$ cat config.mk
export PLATFORM = sky130hd
export DESIGN_NAME = cfg_read_window
export DESIGN_NICKNAME = d
export VERILOG_FILES = /design/src/rtl/cfgwin_pkg.sv /design/src/rtl/cfgwin_ctl.sv /design/src/rtl/cfgwin_timer.sv /design/src/rtl/cfgwin_mux.sv /design/src/rtl/cfg_read_window.sv
export SDC_FILE = /design/constraint.sdc
export NUM_CORES = 1
export LEC_CHECK = 0
export BUFFER_PORTS_ARGS = -buffer_cell sky130_fd_sc_hd__buf_2
export CAP_MARGIN = 40
export CORE_MARGIN = 3
export CORE_UTILIZATION = 35
export CTS_CLUSTER_SIZE = 25
export DETAILED_ROUTE_END_ITERATION = 12
export GPL_TIMING_DRIVEN = 1
export PLACE_DENSITY = 0.87
export SYNTH_ARGS = -nofsm -noshare
export SYNTH_HDL_FRONTEND = slang
export SYNTH_SLANG_ARGS = --single-unit
$ cat constraint.sdc
create_clock -name clk -period 1.65 [get_ports clk]
set_input_delay 0 -clock clk [delete_from_list [all_inputs] [get_ports clk]]
set_output_delay 0 -clock clk [all_outputs]
set_load 0.01 [all_outputs]
$ cat src/rtl/cfgwin_pkg.sv
package cfgwin_pkg;
  localparam int EN_BIT  = 0;
  localparam int REQ_BIT = 1;

  typedef struct packed {
    logic req;
    logic en;
  } ctl_bits_t;
endpackage

$ cat src/rtl/cfgwin_ctl.sv
module cfgwin_ctl
  import cfgwin_pkg::*;
#(
  parameter int DATA_W = 8
) (
  input  logic              clk,
  input  logic              rst,
  input  logic              we,
  input  logic [DATA_W-1:0] wdata,
  input  logic              close,
  output logic              arm_pulse,
  output logic              armed,
  output logic [DATA_W-1:0] rdata
);
  ctl_bits_t bits_q;

  assign arm_pulse = we && wdata[REQ_BIT] && wdata[EN_BIT];
  assign armed     = bits_q.req && bits_q.en;

  always_ff @(posedge clk) begin
    if (rst) begin
      bits_q <= '0;
    end else if (we) begin
      bits_q.req <= arm_pulse;
      bits_q.en  <= arm_pulse;
    end else if (close) begin
      bits_q <= '0;
    end
  end

  always_comb begin
    rdata          = '0;
    rdata[REQ_BIT] = bits_q.req;
    rdata[EN_BIT]  = bits_q.en;
  end
endmodule

$ cat src/rtl/cfgwin_timer.sv
module cfgwin_timer #(
  parameter int LD_WIN = 3,
  parameter int ST_WIN = 4
) (
  input  logic clk,
  input  logic rst,
  input  logic arm_pulse,
  input  logic armed,
  input  logic ld,
  input  logic st,
  output logic close
);
  localparam int MAXW = (LD_WIN > ST_WIN) ? LD_WIN : ST_WIN;
  localparam int CW   = $clog2(MAXW + 1);

  logic [CW-1:0] cnt_q;
  logic          st_seen_q;
  logic          ld_expire, st_expire;

  assign ld_expire = (cnt_q == CW'(LD_WIN - 1));
  assign st_expire = !st_seen_q && !st && (cnt_q == CW'(ST_WIN - 1));
  assign close     = armed && (ld || ld_expire || st_expire);

  always_ff @(posedge clk) begin
    if (rst) begin
      cnt_q     <= '0;
      st_seen_q <= 1'b0;
    end else if (arm_pulse) begin
      cnt_q     <= '0;
      st_seen_q <= 1'b0;
    end else if (armed) begin
      cnt_q     <= cnt_q + 1'b1;
      st_seen_q <= st_seen_q | st;
    end
  end
endmodule

$ cat src/rtl/cfgwin_mux.sv
module cfgwin_mux #(
  parameter int          DATA_W    = 8,
  parameter int          ADDR_W    = 16,
  parameter int          LOCK_BITS = 2,
  parameter logic [15:0] LOCK_ADDR = 16'h0001
) (
  input  logic              clk,
  input  logic              rst,
  input  logic              ld,
  input  logic              redirect,
  input  logic [ADDR_W-1:0] addr,
  input  logic [DATA_W-1:0] pm_rdata,
  input  logic [DATA_W-1:0] lock_src,
  output logic [DATA_W-1:0] ld_data
);
  localparam logic [DATA_W-1:0] LOCK_MASK = DATA_W'((1 << LOCK_BITS) - 1);

  logic [DATA_W-1:0] sel;

  always_comb begin
    if (!redirect)
      sel = pm_rdata;
    else if (addr == ADDR_W'(LOCK_ADDR))
      sel = (lock_src & LOCK_MASK) | ~LOCK_MASK;
    else
      sel = '1;
  end

  always_ff @(posedge clk) begin
    if (rst)     ld_data <= '0;
    else if (ld) ld_data <= sel;
  end
endmodule

$ cat src/rtl/cfg_read_window.sv
module cfg_read_window #(
  parameter int          DATA_W    = 8,
  parameter int          ADDR_W    = 16,
  parameter int          LOCK_BITS = 2,
  parameter logic [15:0] LOCK_ADDR = 16'h0001,
  parameter int          LD_WIN    = 3,
  parameter int          ST_WIN    = 4
) (
  input  logic              clk,
  input  logic              rst,
  input  logic              ctl_we,
  input  logic [DATA_W-1:0] ctl_wdata,
  output logic [DATA_W-1:0] ctl_rdata,
  input  logic              ld_strobe,
  input  logic [ADDR_W-1:0] ld_addr,
  input  logic              st_strobe,
  input  logic [DATA_W-1:0] pm_rdata,
  input  logic [DATA_W-1:0] lock_src,
  output logic [DATA_W-1:0] ld_data
);
  logic arm_pulse, armed, close;

  cfgwin_ctl #(.DATA_W(DATA_W)) u_ctl (
    .clk(clk), .rst(rst), .we(ctl_we), .wdata(ctl_wdata), .close(close),
    .arm_pulse(arm_pulse), .armed(armed), .rdata(ctl_rdata)
  );

  cfgwin_timer #(.LD_WIN(LD_WIN), .ST_WIN(ST_WIN)) u_timer (
    .clk(clk), .rst(rst), .arm_pulse(arm_pulse), .armed(armed),
    .ld(ld_strobe), .st(st_strobe), .close(close)
  );

  cfgwin_mux #(
    .DATA_W(DATA_W), .ADDR_W(ADDR_W), .LOCK_BITS(LOCK_BITS), .LOCK_ADDR(LOCK_ADDR)
  ) u_mux (
    .clk(clk), .rst(rst), .ld(ld_strobe), .redirect(armed), .addr(ld_addr),
    .pm_rdata(pm_rdata), .lock_src(lock_src), .ld_data(ld_data)
  );
endmodule

==> results of run 1 <==
what timing repair did:
action                                  4_1_cts  5_1_grt
hold buffers                                 16        0
endpoints found under the setup margin        0        2
resized for setup                             0        1
hold endpoints to repair                     10        0
sequential cells by signal, indices dropped and copies added, names as in the netlist:
signal	flops
u_mux.ld_data	8
u_ctl.rdata	1
u_timer.st_seen_q	1
u_timer.cnt_q	3
cell usage in the layout (no fill, tap or decap), types with 2 or more instances in the layout:
cell type,count
a211oi_1,2
a21oi_1,3
buf_2,42
clkbuf_4,3
conb_1,6
dfxtp_1,13
dlygate4sd3_1,16
ha_1,3
inv_1,3
nor2_1,10
nor3_1,2
o221ai_1,2
o22ai_1,6
or4_1,3
worst min-delay path, cell delays in order:
cell and delay, ns:
buf_2 0.09, nand3_1 0.11, a21oi_2 0.06
cells by family (layout without fill, tap and decap cells):
kind of cell    Yosys count  count (layout)  share of synthesized area
compound gates           15              15                     0.1617
xor+xnor                  1               1                    0.01381
flops                    13              13                     0.4103
buf+inv                  15              66                     0.1538
other cells               1               6                   0.005911
simple gates             22              22                     0.1953
fa+ha+maj                 3               3                    0.05918
stage by stage:
step | instances | worst slack [ns]
floorplan | 75 | 0.4155
global placement | 130 | 0.3805
detailed placement | 130 | 0.3618
CTS | 150 | 0.06122
global route | 150 | 0.01171
finish | 150 | 0.08691
worst paths after layout:
path                  endpoint  slack (ns)
max           u_mux.ld_data[5]        0.09
min reg2reg  u_timer.st_seen_q        0.48
min             u_ctl.rdata[0]        0.03
max reg2reg   u_mux.ld_data[5]        0.09
layer usage:
| metal | GRT usage | vias up | share of wire |
|---|---|---|---|
| met1 | 0.1523 | 296 | 0.38 |
| met2 | 0.2798 | 39 | 0.52 |
| met5 | 0 | - | 0 |
| met3 | 0.03374 | 4 | 0.074 |
| met4 | 0.09953 | 0 | 0.025 |
| li1 | - | 351 | - |
layout make-up:
type	instances	area, sq um
Fill cell	139	605.6
Multi-Input combinational cell	47	299.0
Clock inverter	1	5.005
Timing Repair Buffer	59	377.9
Sequential cell	13	260.3
Tap cell	24	30.03
Clock buffer	3	22.52
Inverter	3	11.26
report_power, final:
part | switching [mW] | total [mW] | internal, mW
clock | 0.108 | 0.198 | 0.0900
sequential | 0.0101 | 0.342 | 0.332
combinational | 0.0629 | 0.147 | 0.0844
total | 0.181 | 0.687 | 0.506
==> key figures, run 1 <==
Floorplanning
  – Initial Util: 0.3936
  – Die Width: 48.57 microns
  – I/O pin count: slightly above 60
  – Die Y: 48.57 microns
  – Die area: between 2000 and 2500 sq um
  – Number of core rows: 14
  – Core footprint: 1612 sq um

STA
  – Setup TNS: 0 ns
  – WHS: 0.02571 ns
  – Final number of max-transition violations: 0
  – RSZ-0062 raised after global routing: false
  – Clock skew: 0.001803 ns
  – Fin crit period: 1.563 ns
  – FMAX: between 0.6 and 0.7 GHz
  – Period utilization: 0.9473
  – Setup violators final: 0
  – Fin. Hold Viols: 0

Cells and area
  – Fraction of layout cells with a size suffix above 1: 0.3968
  – NumNets Final: 175
  – Antenna Cells: 0
  – Post-route cell area: 1006 sq um
  – Final Util: 0.6242
  – Area delta synth->final: 58.58%

Global route
  – Grt total ovfl: 0
  – Number of global-route vias before repair: 694
  – Global-route wire length before repair: 2753 microns
  – GRT Total Usage: 0.1519
  – Initial antenna violation count: 0
  – Largest net degree at the start of global routing: 12

Clock network
  – Worst-path clk slew: 0.08 ns
  – CTS Sinks: 13
  – TritonCTS Buffers: 3
  – Worst-case clock buffer depth: 2
  – # Post-CTS Setup Buffers: 0
  – Root Driver: clkbuf_4
  – H-Tree Depth: 1
  – Clk_lat worst skew: 0.28 ns
  – CTS tree: yes

Synthesis
  – Synth unique cells: 24
  – Cell Area, Synth: 634.4 sq um
  – Primary FF master, synth: dfxtp_1
  – Async SR Flop Fraction: 0
  – Sequential share of the synthesized area: 0.4103
  – Seq cells post-synth: 13
  – Cell taking the most area after synthesis: dfxtp_1
  – Top post-synthesis cells by area: dfxtp_1 41%, buf_4 11%, ha_1 5.9%
  – YS warnings: 0
  – Post-synth EDFFs: 0
  – Mean post-synth cell area: 9.062 sq um
  – Most frequent cell after synthesis: dfxtp_1
  – Post-synth top area share: 0.4103
  – Synthesized netlist cell count: 70
  – Commonest cells in the netlist: 13 x dfxtp_1, 10 x nor2_1, 9 x buf_4

Critical path
  – Max stage delay on crit path: 0.56 ns
  – CP bufs+invs: 1
  – Worst endpoint data arrival time: 1.73 ns
  – Kind of critical path: reg -> reg
  – CP Max Fanout: 8
  – Worst EP required: 1.82 ns
  – Crit path max-delay family: buffers and inverters
  – FF-to-FF Start: u_ctl.rdata[0]
  – Slowest cell on crit path: dlygate4sd3_1
  – FF-to-FF path depth: 4
  – Setup crit end kind: flop
  – Startpoint Class: flop
  – WP depth: 4
  – Crit path from: u_ctl.rdata[0]
  – Cells along the critical path: or2b_4 > o22ai_1 > nor2_1 > dlygate4sd3_1

Pwr
  – VDD IR-drop max: 540.7 uV
  – Leak: 0.4855 nW
  – Pwr Density: slightly below 700 nW/um^2
  – Overall Power: 0.6872 mW

Drt
  – Vias/cell: 4.600
  – Routed wire length: 1749 microns
  – DR DRC count: 0
  – First DRT Iteration DRCs: 2
  – Drt first pass iters: 4
  – Post-route ant nets: 0
  – Via Count: 690
  – Drt wl/cell: about 12 microns

Hold path
  – Hold_sp: ctl_wdata[0]
  – Hold Path Depth: 3
  – Type of the tightest min-delay check: in -> reg

Run status
  – Status: finished clean

Place
  – Placed Area: 814.5 sq um
  – DP HPWL: 1263 microns
  – Final GP Congestion: 0.6762
  – IO buf count: 42

Job
  – Maxcap violations: 0
No activity file was read; power rests on OpenSTA's default activity.
==> run 2: changes to the inputs <==
Settings changed: CAP_MARGIN 40 to 30, CORE_MARGIN 3 to 2.
==> run 2 against run 1 <==
  * First-iteration DRC count is 50% higher
  * Cell area is 2.4% lower
  * Clock skew is 0.0033 ns higher
  * Via count stayed put
  * Wire length is 8.9% lower
  * Combinational power is 4% lower
  * Sequential power hardly changed
  * Hold slack worse by 0.020 ns
  * Sequential share of layout area is 0.63 points higher
  * Die area is 8.1% lower
==> key figures, run 2 (same netlist as run 1, synthesis figures left out) <==
Floorplanning
  – I/O pin count: 61 (unchanged)
  – Die area: 2169 sq um (was 2359 sq um)
  – Die Width: 46.57 microns (was 48.57 microns)
  – Initial Util: 0.3714 (was 0.3936)
  – Core footprint: 1708 sq um (was 1612 sq um)
  – Die Y: 46.57 microns (was 48.57 microns)
  – Number of core rows: 15 (was 14)

Clock network
  – Clk_lat worst skew: 0.27 ns (was 0.28 ns)
  – Worst-path clk slew: 0.08 ns (about the same)
  – CTS Sinks: 13 (unchanged)
  – CTS tree: yes (unchanged)
  – Worst-case clock buffer depth: 2 (unchanged)
  – Root Driver: clkbuf_4 (unchanged)
  – H-Tree Depth: 1 (unchanged)
  – TritonCTS Buffers: 3 (unchanged)

Drt
  – Routed wire length: 1594 microns (was 1749 microns)
  – First DRT Iteration DRCs: 3 (was 2)
  – DR DRC count: 0 (unchanged)
  – Drt wl/cell: 10.70 microns (was 11.66 microns)
  – Post-route ant nets: 0 (unchanged)
  – Vias/cell: 4.631 (was 4.600)
  – Drt first pass iters: 4 (unchanged)
  – Via Count: 690 (unchanged)

Cells and area
  – Fraction of layout cells with a size suffix above 1: 0.4194 (was 0.3968)
  – Commonest cells after routing, fill and taps aside: 42 x buf_2, 13 x dfxtp_1, 12 x dlygate4sd3_1 (was 42 x buf_2, 16 x dlygate4sd3_1, 13 x dfxtp_1)
  – Commonest non-fill, non-tap cell in the layout: buf_2 (unchanged)
  – Top reg by flops: u_mux.ld_data (unchanged)
  – Antenna Cells: 0 (unchanged)
  – Max FFs per register: 8 (unchanged)
  – NumNets Final: 173 (was 175)
  – Post-route cell area: 982.2 sq um (was 1006 sq um)
  – Area delta synth->final: 54.83% (was 58.58%)
  – Biggest regs: u_mux.ld_data (8), u_timer.cnt_q (3) (unchanged)

Critical path
  – FF-to-FF path depth: 5 (was 4)
  – FF-to-FF setup slack: 0.06 ns (was 0.09 ns)
  – Setup crit end kind: flop (unchanged)
  – Worst R2R End: u_mux.ld_data[1] (was u_mux.ld_data[5])
  – Kind of critical path: reg -> reg (unchanged)
  – FF-to-FF Start: u_ctl.rdata[0] (unchanged)
  – Worst endpoint data arrival time: 1.76 ns (was 1.73 ns)
  – Startpoint Class: flop (unchanged)
  – Worst EP required: 1.82 ns (about the same)
  – CP Max Fanout: 10 (was 8)
  – Crit path from: u_ctl.rdata[0] (unchanged)

Global route
  – Initial antenna violation count: 0 (unchanged)
  – Number of global-route vias before repair: 606 (was 694)
  – GRT Total Usage: 0.1592 (was 0.1519)
  – Largest net degree at the start of global routing: 12 (unchanged)
  – Grt total ovfl: 0 (unchanged)
  – Global-route wire length before repair: 2456 microns (was 2753 microns)

STA
  – RSZ-0062 raised after global routing: false (unchanged)
  – Fin. Hold Viols: 0 (unchanged)
  – Period utilization: 0.9643 (was 0.9473)
  – Setup TNS: 0 ns (unchanged)
  – Clock skew: 0.005139 ns (was 0.001803 ns)
  – Setup violators final: 0 (unchanged)
  – Fin crit period: 1.591 ns (was 1.563 ns)
  – WHS: 0.006179 ns (was 0.02571 ns)
  – FMAX: 0.6285 GHz (was 0.6398 GHz)
  – Final number of max-transition violations: 0 (unchanged)

Place
  – DP HPWL: 1259 microns (was 1263 microns)
  – IO buf count: 42 (unchanged)
  – Placed Area: 815.8 sq um (was 814.5 sq um)
  – Final GP Congestion: 0.6795 (was 0.6762)

Job
  – Maxcap violations: 0 (unchanged)

Hold path
  – Hold Path Depth: 3 (unchanged)
  – Hold_sp: ld_addr[15] (was ctl_wdata[0])
  – Hold worst-path end: u_mux.ld_data[0] (was u_ctl.rdata[0])
  – Type of the tightest min-delay check: in -> reg (unchanged)

Pwr
  – VDD IR-drop max: 542.5 uV (was 540.7 uV)
  – Pwr Density: 689.5 nW/um^2 (was 683.2 nW/um^2)
  – Leak: 0.4767 nW (was 0.4855 nW)

Run status
  – Status: finished clean (unchanged)
run 2: cell types whose count changed in the layout (fill, tap and decap cells not counted), sizes merged:
cell,delta
dlygate4sd3,-4
buf,+2
run 2: layer usage:
| metal | up-vias | wire [microns] | GRT usage |
|---|---|---|---|
| met5 | - | 0 | 0 |
| met4 | 0 | 0 | 0.03429 |
| met3 | 0 | 145 | 0.07059 |
| met2 | 32 | 856 | 0.2806 |
| met1 | 315 | 593 | 0.1741 |
| li1 | 343 | - | - |
run 2: report_power, final:
group	switching, mW	internal (mW)
combinational	0.0623	0.0786
sequential	0.00894	0.332
clock	0.106	0.0898
run 2: layout make-up:
class                           count  area [sq um]
Inverter                            3         11.26
Tap cell                           25         31.28
Multi-Input combinational cell     47         299.0
Clock buffer                        3         22.52
Fill cell                         152         725.7
Clock inverter                      1         5.005
Sequential cell                    13         260.3
Timing Repair Buffer               57         352.8
run 2: how the worst max path moves through the flow:
stage / to / slack, ns / depth (start not counted)
6_report: u_mux.ld_data[1] / 0.06 / 5
5_1_grt: u_mux.ld_data[1] / 0.008 / 5
4_1_cts: u_mux.ld_data[6] / 0.01 / 5
3_5_place_dp: u_ctl.rdata[0] / 0.35 / 5
3_3_place_gp: u_ctl.rdata[0] / 0.39 / 5
2_1_floorplan: u_ctl.rdata[0] / 0.42 / 5
run 2: critical path: stages (launching register included):
cell and delay, ns:
dfxtp_1 0.32, buf_4 0.16, nand4b_1 0.12, nor4_2 0.23
dlygate4sd3_1 0.60, a21oi_1 0.06
run 2: metrics by stage:
stage               std cells  utilization  total power, mW  worst slack, ns
global route              149       0.5751           0.7183         0.008006
floorplan                  75            -           0.4174           0.4155
CTS                       147       0.5641           0.6783          0.01238
finish                    149       0.5751           0.6772          0.05882
detailed placement        131       0.4777           0.4626           0.3466
global placement          131       0.4777           0.4569           0.3859
run 2: timing repair:
| item | 4_1_cts | 5_1_grt |
|---|---|---|
| gates resized for setup | 0 | 1 |
| setup endpoints to repair | 0 | 1 |
| setup buffers | 0 | 2 |
| hold buffers | 12 | 0 |
| hold endpoints to repair | 9 | 0 |
==> run 3: changes to the inputs <==
Settings changed: ABC_AREA set to 1, CORE_UTILIZATION 35 to 37.
==> run 3 against run 2 <==
  * Combinational power decreased by 5%
  * Sequential power hardly changed
  * Count of clock-buffer cells in the layout increased by 1
  * Register-to-register slack gained 0.41 ns
  * Global-route usage up 0.89 points
  * Hold slack better by 0.0042 ns
==> key figures, run 3 <==
Floorplanning
  – Die area: 2280 sq um (was 2169 sq um)
  – Die Width: 47.75 microns (was 46.57 microns)
  – Core footprint: 1764 sq um (was 1708 sq um)
  – Number of core rows: 15 (unchanged)
  – Initial Util: 0.4014 (was 0.3714)
  – I/O pin count: 61 (unchanged)
  – Die Y: 47.75 microns (was 46.57 microns)

Critical path
  – Startpoint Class: flop (unchanged)
  – Max stage delay on crit path: 0.33 ns (was 0.60 ns)
  – Cells along the critical path: ha_1 > ha_1 > or2_1 > a21oi_1 (was buf_4 > nand4b_1 > nor4_2 > dlygate4sd3_1 > a21oi_1)
  – Worst endpoint data arrival time: 1.39 ns (was 1.76 ns)
  – FF-to-FF path depth: 4 (was 5)
  – Kind of critical path: reg -> reg (unchanged)
  – CP dominant cell by count: ha_1
  – FF-to-FF setup slack: 0.46 ns (was 0.06 ns)
  – CP Max Fanout: 3 (was 10)
  – Setup crit end kind: flop (unchanged)
  – Worst R2R End: u_timer.cnt_q[2] (was u_mux.ld_data[1])
  – Worst EP required: 1.85 ns (was 1.82 ns)
  – Slowest cell on crit path: dfxtp_1 (was dlygate4sd3_1)
  – FF-to-FF Start: u_timer.cnt_q[0] (was u_ctl.rdata[0])

Clock network
  – Worst-case clock buffer depth: 2 (unchanged)
  – TritonCTS Buffers: 3 (unchanged)
  – Root Driver: clkbuf_4 (unchanged)
  – Clk_lat worst skew: 0.26 ns (was 0.27 ns)
  – Worst-path clk slew: 0.08 ns (about the same)
  – CTS tree: yes (unchanged)
  – Post-CTS resize count: 0 (unchanged)
  – H-Tree Depth: 1 (unchanged)
  – CTS Sinks: 13 (unchanged)
  – # Post-CTS Setup Buffers: 0 (unchanged)

STA
  – Fin crit period: 1.186 ns (was 1.591 ns)
  – Setup violators final: 0 (unchanged)
  – RSZ-0062 raised after global routing: false (unchanged)
  – FMAX: 0.8432 GHz (was 0.6285 GHz)
  – Final number of max-transition violations: 0 (unchanged)
  – WHS: 0.01036 ns (was 0.006179 ns)
  – Clock skew: 0.002173 ns (was 0.005139 ns)
  – Fin. Hold Viols: 0 (unchanged)
  – Period utilization: 0.7188 (was 0.9643)
  – Setup TNS: 0 ns (unchanged)

Drt
  – Post-route ant nets: 0 (unchanged)
  – DR DRC count: 0 (unchanged)
  – Routed wire length: 1713 microns (was 1594 microns)
  – First DRT Iteration DRCs: 9 (was 3)
  – Drt first pass iters: 4 (unchanged)
  – Drt wl/cell: 9.959 microns (was 10.70 microns)
  – Via Count: 806 (was 690)
  – Vias/cell: 4.686 (was 4.631)

Synthesis
  – Synthesized netlist cell count: 98 (was 70)
  – Cell taking the most area after synthesis: dfxtp_1 (unchanged)
  – Commonest cells in the netlist: 20 x nor2_1, 13 x dfxtp_1, 13 x nand2_1 (was 13 x dfxtp_1, 10 x nor2_1, 9 x buf_4)
  – Mean post-synth cell area: 7.226 sq um (was 9.062 sq um)
  – Async SR Flop Fraction: 0 (unchanged)
  – Synth unique cells: 18 (was 24)
  – Primary FF master, synth: dfxtp_1 (unchanged)
  – YS warnings: 0 (unchanged)
  – Cell Area, Synth: 708.2 sq um (was 634.4 sq um)
  – Post-synth top area share: 0.3675 (was 0.4103)
  – Most frequent cell after synthesis: nor2_1 (was dfxtp_1)
  – Seq cells post-synth: 13 (unchanged)
  – Post-synth EDFFs: 0 (unchanged)
  – Top post-synthesis cells by area: dfxtp_1 37%, nor2_1 11%, buf_4 8.5% (was dfxtp_1 41%, buf_4 11%, ha_1 5.9%)
  – Sequential share of the synthesized area: 0.3675 (was 0.4103)

Cells and area
  – Top reg by flops: u_mux.ld_data (unchanged)
  – Area delta synth->final: 40.64% (was 54.83%)
  – Antenna Cells: 0 (unchanged)
  – Commonest cells after routing, fill and taps aside: 42 x buf_2, 20 x nor2_1, 13 x nand2_1, 13 x dfxtp_1 (was 42 x buf_2, 13 x dfxtp_1, 12 x dlygate4sd3_1)
  – Fraction of layout cells with a size suffix above 1: 0.3537 (was 0.4194)
  – NumNets Final: 196 (was 173)
  – Commonest non-fill, non-tap cell in the layout: buf_2 (unchanged)
  – Max FFs per register: 8 (unchanged)
  – Biggest regs: u_mux.ld_data (8), u_timer.cnt_q (3) (unchanged)

Pwr
  – Cell Int Power: 0.4896 mW (was 0.5002 mW)
  – Clock power share: 0.288 (was 0.289)
  – Combinational fraction of design power: 0.202 (was 0.208)
  – Pwr Density: 665.3 nW/um^2 (was 689.5 nW/um^2)
  – VDD IR-drop max: 351.9 uV (was 542.5 uV)
  – Sw power: 0.1730 mW (was 0.1770 mW)
  – Leak: 0.4902 nW (was 0.4767 nW)
  – Switching Share: 0.2611 (was 0.2614)
  – Part of the power in registers: 0.510 (was 0.503)

Global route
  – Global-route wire length before repair: 2663 microns (was 2456 microns)
  – GRT Total Usage: 0.1681 (was 0.1592)
  – Grt total ovfl: 0 (unchanged)
  – Number of global-route vias before repair: 698 (was 606)
  – Initial antenna violation count: 0 (unchanged)
  – Largest net degree at the start of global routing: 11 (was 12)

Place
  – IO buf count: 42 (unchanged)
  – Final GP Congestion: 0.7444 (was 0.6795)
  – DP HPWL: 1373 microns (was 1259 microns)

Hold path
  – Hold_sp: st_strobe (was ld_addr[15])
  – Hold worst-path end: u_timer.st_seen_q (was u_mux.ld_data[0])
  – Hold Path Depth: 3 (unchanged)
  – Type of the tightest min-delay check: in -> reg (unchanged)

Job
  – Maxcap violations: 0 (unchanged)

Run status
  – Status: finished clean (unchanged)
run 3: cell families (layout without fill, tap and decap cells):
family,after synthesis,count (layout),synth area share
other cells,1,6,0.005295
flops,13,13,0.3675
compound gates,13,13,0.09718
fa+ha+maj,3,3,0.05301
simple gates,50,50,0.3198
buf+inv,18,62,0.1572
run 3: worst max-delay path by stage:
stage | from | to | slack (ns) | depth (start not counted)
finish | u_timer.cnt_q[0] | u_timer.cnt_q[2] | 0.46 | 4
global route | u_timer.cnt_q[0] | u_timer.cnt_q[2] | 0.37 | 4
CTS | u_timer.cnt_q[0] | u_timer.cnt_q[2] | 0.47 | 4
detailed placement | u_timer.cnt_q[0] | u_timer.cnt_q[2] | 0.49 | 4
global placement | u_timer.cnt_q[0] | u_timer.cnt_q[2] | 0.50 | 4
floorplan | u_timer.cnt_q[0] | u_timer.cnt_q[2] | 0.53 | 4
run 3: cell type report:
cell class	count	area (sq um)
clock buffer	4	26.28
multi-input combinational	72	355.3
inverter	8	35.03
tap	25	31.28
timing repair buffer	50	287.8
fill	185	768.2
sequential	13	260.3
run 3: metal layers:
metal	vias to the layer above	part of all wire	GRT usage
met4	0	0.011	0.06486
li1	400	-	-
met2	42	0.54	0.3333
met1	362	0.37	0.1712
met3	2	0.082	0.02642
met5	-	0	0
run 3: per-stage QoR:
| stage | utilization | worst slack [ns] | cell area (sq um) | instances | power (mW) |
|---|---|---|---|---|---|
| after global placement | 0.5099 | 0.4985 | 899.6 | 161 | 0.4615 |
| final | 0.5645 | 0.4641 | 996.0 | 172 | 0.6626 |
| after detailed placement | 0.5099 | 0.4854 | 899.6 | 161 | 0.4678 |
| after global routing | 0.5645 | 0.3704 | 996.0 | 172 | 0.7075 |
| after CTS | 0.5645 | 0.4701 | 996.0 | 172 | 0.6696 |
| after floorplan | - | 0.5281 | 726.9 | 103 | 0.4174 |
run 3: power groups by stage:
stage,clock network [mW],registers [mW],logic (mW)
CTS,0.196,0.338,0.135
floorplan,0,0.352,0.0656
global placement,0,0.344,0.117
finish,0.191,0.338,0.134
global route,0.215,0.340,0.153
detailed placement,0,0.346,0.122
run 3: repair_timing:
action / CTS / global route
hold buffers: 7 / 0
endpoints found under the setup margin: 0 / 0
endpoints found under the hold margin: 7 / 0
run 3: critical path: cells and delay by family (launching register included):
family / cells / cell delay (ns)
fa+ha+maj: 2 / 0.46
flops: 1 / 0.33
simple gates: 1 / 0.22
compound gates: 1 / 0.11
